### src/rtl/ifetch_pkg.sv
package ifetch_pkg;

    localparam int ADDR_W   = 16;
    localparam int JIMM_W   = 10;
    localparam int OIMM_W   = 6;

    typedef enum logic [1:0] {
        RK_NONE   = 2'd0,
        RK_JUMP   = 2'd1,
        RK_JREG   = 2'd2,
        RK_BRANCH = 2'd3
    } redir_kind_e;

endpackage

### src/rtl/ifetch_target.sv
module ifetch_target
    import ifetch_pkg::*;
#(
    parameter int XLEN = ADDR_W,
    parameter int JW   = JIMM_W,
    parameter int OW   = OIMM_W
) (
    input  redir_kind_e      kind,
    input  logic             taken,
    input  logic [XLEN-1:0]  cur_pc,
    input  logic [XLEN-1:0]  base_reg,
    input  logic [JW-1:0]    jimm,
    input  logic [OW-1:0]    oimm,
    output logic             squash,
    output logic [XLEN-1:0]  target,
    output logic [XLEN-1:0]  link
);
    localparam int EXT_W = XLEN - OW;
    localparam logic [XLEN-1:0] STEP = XLEN'(2);

    logic [XLEN-1:0] off_sx;

    always_comb begin
        off_sx = {{EXT_W{oimm[OW-1]}}, oimm};
        link   = cur_pc + STEP;
        squash = 1'b0;
        target = '0;
        unique case (kind)
            RK_JUMP: begin
                squash = 1'b1;
                target = {cur_pc[XLEN-1:JW], jimm};
            end
            RK_JREG: begin
                squash = 1'b1;
                target = base_reg + off_sx;
            end
            RK_BRANCH: begin
                squash = taken;
                target = cur_pc + off_sx;
            end
            default: begin
                squash = 1'b0;
                target = '0;
            end
        endcase
    end
endmodule

### src/rtl/ifetch_pipe.sv
module ifetch_pipe #(
    parameter int XLEN = 16
) (
    input  logic             clk,
    input  logic             rst,
    input  logic             squash,
    input  logic [XLEN-1:0]  target,
    input  logic [XLEN-1:0]  word_in,
    output logic [XLEN-1:0]  pc_q,
    output logic [XLEN-1:0]  slot_instr,
    output logic [XLEN-1:0]  slot_pc
);
    localparam logic [XLEN-1:0] STEP = XLEN'(2);

    typedef struct packed {
        logic [XLEN-1:0] instr;
        logic [XLEN-1:0] pc;
    } slot_t;

    slot_t slot_q;

    always_ff @(posedge clk) begin
        if (rst) begin
            pc_q   <= '0;
            slot_q <= '0;
        end else begin
            pc_q         <= squash ? target : pc_q + STEP;
            slot_q.instr <= squash ? '0 : word_in;
            slot_q.pc    <= pc_q;
        end
    end

    assign slot_instr = slot_q.instr;
    assign slot_pc    = slot_q.pc;
endmodule

### src/rtl/ifetch_kill.sv
module ifetch_kill
    import ifetch_pkg::*;
#(
    parameter int XLEN = ADDR_W,
    parameter int JW   = JIMM_W,
    parameter int OW   = OIMM_W
) (
    input  logic            clk,
    input  logic            rst,
    output logic [XLEN-1:0] fetch_addr,
    input  logic [XLEN-1:0] fetch_instr,
    output logic [XLEN-1:0] ex_instr,
    output logic [XLEN-1:0] ex_pc,
    input  logic [1:0]      redir_kind,
    input  logic [JW-1:0]   jump_imm,
    input  logic [OW-1:0]   off_imm,
    input  logic [XLEN-1:0] rs_value,
    input  logic            branch_taken,
    output logic            kill,
    output logic [XLEN-1:0] link_addr
);
    logic [XLEN-1:0] next_tgt;

    ifetch_target #(.XLEN(XLEN), .JW(JW), .OW(OW)) u_tgt (
        .kind     (redir_kind_e'(redir_kind)),
        .taken    (branch_taken),
        .cur_pc   (ex_pc),
        .base_reg (rs_value),
        .jimm     (jump_imm),
        .oimm     (off_imm),
        .squash   (kill),
        .target   (next_tgt),
        .link     (link_addr)
    );

    ifetch_pipe #(.XLEN(XLEN)) u_pipe (
        .clk        (clk),
        .rst        (rst),
        .squash     (kill),
        .target     (next_tgt),
        .word_in    (fetch_instr),
        .pc_q       (fetch_addr),
        .slot_instr (ex_instr),
        .slot_pc    (ex_pc)
    );
endmodule

### config.mk
export PLATFORM = sky130hd
export DESIGN_NAME = ifetch_kill
export DESIGN_NICKNAME = d
export VERILOG_FILES = /design/src/rtl/ifetch_pkg.sv /design/src/rtl/ifetch_target.sv /design/src/rtl/ifetch_pipe.sv /design/src/rtl/ifetch_kill.sv
export SDC_FILE = /design/constraint.sdc
export NUM_CORES = 1
export LEC_CHECK = 0
export ABC_CLOCK_PERIOD_IN_PS = 5700
export BUFFER_PORTS_ARGS = -buffer_cell sky130_fd_sc_hd__buf_2
export CORE_UTILIZATION = 40
export DETAILED_ROUTE_END_ITERATION = 10
export PLACE_DENSITY = 0.77
export SLEW_MARGIN = 0
export SYNTH_ARGS = -nofsm -noshare
export SYNTH_HDL_FRONTEND = slang
export SYNTH_SLANG_ARGS = --single-unit
### constraint.sdc
create_clock -name clk -period 5.7 [get_ports clk]
set_clock_uncertainty 0.15 [all_clocks]
set_input_delay 0 -clock clk [delete_from_list [all_inputs] [get_ports clk]]
set_output_delay 0 -clock clk [all_outputs]
set_load 0.005 [all_outputs]
==> summary.txt <==
Critical Path Start Type = input pin
Total chip power = 0.9379 mW
Distinct cell type count after synthesis = 46
Mean post-synth cell area = 9.007 µm²
Crit path largest cell delay = 670 ps
Synth top cells by count = 48 x dfxtp_1, 24 x ha_1, 23 x nor2_1, 22 x a21oi_1, 20 x xor2_1
GR Util All Layers = 21.05%
Sequential element share of the synthesized area = 32.13%
Final #Nets = 546
Fin worst setup slack = 2521 ps
Vias in the first global route = 2777
Final ANT Viol Nets = 0
CTS clk-pin slew, worst paths = 90 ps
Buf/Inv on CP = 2
Worst Max-Slew Pin Slew = 797.2 ps
Slowest-stage cell, CP = ha_1
Peak VDD IR = 0.0001436 V
Area delta synth->final = 33.64%
# Post-CTS Setup Buffers = 0
Number of top-level pins = 118
Die span in x = 88.47 µm
Max-Cap Viols = 0
Final min period = 3179 ps
Most common cell in the synthesized netlist = dfxtp_1
Fin crit share = 55.77%
First-pass GRT wire length = 12.85 mm
Worst hold slack = 15.14 ps
Core Region = 0.007253 mm²
Dpl ws = 2207 ps
Setup tns final = 0 ps
CP required = 5770 ps
Number of port buffers = 117
DR vias/cell = 5.222
Ys Warns = 0
Register area = 960.9 µm²
H-tree depth = 2
Max-slew violations = 0
Largest area contributor in the netlist = dfxtp_1
Pleak = 1.899 nW
Crit path depth = 13
Relative slew slack = 46.85%
Layout cells sized above 1 = 31.98%
Routed wire length = 8.122 mm
R2r setup slk = 2770 ps
Hold Crit Class = in2reg
Inserted Clock Buffers = 5
Final Hold Fails = 0
Starting Density = 41.23%
GRT Residual Overflow = 0
Post-synth EDFFs = 0
Crit-path cells = buf_2 > ha_1 > mux2_2 > ha_1 > inv_1 > fa_1 > nand3b_1 > a211o_1 > a21boi_2 > o21ai_2 > a2111oi_1 > a31oi_1 > a221oi_2
Mapped Cells = 332
CTS tree = yes
Most frequent CP cell = ha_1
Die ar. = 0.007826 mm²
CP Class = in2reg
Via count = 2966
RSZ-0062 raised after global routing = false
Post_cts resized = 0
Status = completed
DRC viols = 0
Synth async-reset ratio = 0%
Syn Nets = 410
CP delay by family, top = compound AO/OA/AOI/OAI gates
Multi-input logic area = 0.001913 mm²
Hold buffers post-CTS = 25
CP arrival = 3250 ps
Rows = 31
Maximum number of pins on one net before global-route repair = 34
Worst skew pair latency = 300 ps
Iteration count of the initial detailed-routing pass = 4
Register bit total from synthesis = 48
Prevailing post-synth register cell = dfxtp_1
Critical path endpoint category = register
DR iter-0 viols = 121
Fillers = 683
CTS Buffer Depth = 2
Root buf cell = clkbuf_8
Die height = 88.47 µm
Hpwl dp = 6.146 mm
Wirelength per Cell = 14.30 µm
ANT cells = 0
Worst reg2reg path depth = 11
Worst hold stages = 3
Synth area leaders = dfxtp_1 32%, ha_1 10%, xor2_1 5.9%
Final setup violation count = 0
Clock sinks = 48
Initial antenna violation count = 0
Syn Std Cell Area = 0.002990 mm²
FMAX = 314.6 MHz
Placer Congestion = 0.8830
Power per standard cell area = 234.7 mW/mm²
Worst-path maximum fanout = 19
Top cell type's share of synthesized area = 32.13%
[per-layer routing]
metal / global-route usage (%) / part of all wire, % / wire (µm) / up-vias
met5: 0 / 0 / 0 / -
met4: 7.331 / 2.2 / 182 / 0
met3: 4.851 / 6.9 / 562 / 19
met2: 34.20 / 46 / 3723 / 123
met1: 27.41 / 45 / 3653 / 1374
li1: - / - / - / 1450
[logic make-up (layout without fill, tap and decap cells)]
family | Yosys count | after routing | synth area share (%)
adders and majority gates | 25 | 25 | 10.71
DFF | 48 | 48 | 32.13
muxes | 16 | 16 | 5.983
buffers and inverters | 24 | 161 | 3.891
AOI/OAI and AO/OA | 77 | 77 | 18.58
and+or+nand+nor | 104 | 104 | 17.57
xor gates and xnor gates | 38 | 38 | 11.13
[per-stage QoR]
step	utilization (%)	std cells	cell area, µm²
floorplan	-	332	2990
global placement	49.97	535	3625
global route	55.10	568	3996
finish	55.10	568	3996
detailed placement	49.97	535	3625
CTS	55.10	568	3996
[sequential cells by signal, indices dropped and copies added, names as in the netlist]
| register | count |
|---|---|
| u_pipe.slot_pc | 16 |
| u_pipe.slot_instr | 16 |
| u_pipe.pc_q | 16 |
[worst paths after layout]
kind	from	end
worst max-delay path	redir_kind[0]	u_pipe.pc_q[14]
worst min-delay path	jump_imm[4]	u_pipe.pc_q[4]
worst max register to register	u_pipe.slot_pc[0]	u_pipe.pc_q[14]
worst min register to register	u_pipe.pc_q[15]	u_pipe.slot_pc[15]
[cell usage in the layout (no fill, tap or decap), types with 2 or more instances in the layout]
| cell | netlist | routed |
|---|---|---|
| nor3_1 | 5 | 5 |
| dfxtp_1 | 48 | 48 |
| buf_2 | 0 | 117 |
| xnor2_1 | 18 | 18 |
| o21ai_0 | 8 | 8 |
| nor2b_1 | 14 | 14 |
| nand4_1 | 3 | 3 |
| clkbuf_8 | 0 | 6 |
| inv_1 | 11 | 11 |
| a31oi_1 | 2 | 2 |
| xor2_1 | 20 | 20 |
| o21ai_2 | 2 | 2 |
| a211oi_1 | 10 | 10 |
| nand2_1 | 19 | 19 |
| or2_2 | 2 | 2 |
| a21o_1 | 5 | 5 |
| and2_1 | 17 | 17 |
| a21oi_1 | 22 | 22 |
| mux2_2 | 15 | 15 |
| o21a_1 | 2 | 2 |
| a221oi_1 | 12 | 12 |
| a211o_1 | 2 | 2 |
| ha_1 | 24 | 24 |
| and3_1 | 2 | 2 |
| dlygate4sd3_1 | 0 | 25 |
| nand3_1 | 15 | 15 |
| nor2_1 | 23 | 23 |
[power by group]
group          leakage, nW  total, mW  switching, mW  internal (mW)
registers            0.395      0.398         0.0336          0.364
logic                 1.44      0.277          0.138          0.139
clock network       0.0614      0.263          0.119          0.144
[area by class of cell]
class	instances	share of cell area [%]
sequential	48	24.05
timing repair buffer	142	20.91
clock buffer	6	2.066
inverter	11	1.033
tap	99	3.100
clock inverter	2	0.9706
multi-input combinational	260	47.87
[worst register-to-register path, stage by stage (launching register included)]
cell and delay, ps:
dfxtp_1 360, mux2_2 160, ha_1 170, inv_1 60
fa_1 400, nand3b_1 210, a211o_1 300, a21boi_2 200
o21ai_2 80, a2111oi_1 390, a31oi_1 110, a221oi_2 240
Note: power is estimated with default switching activity, not from simulation.
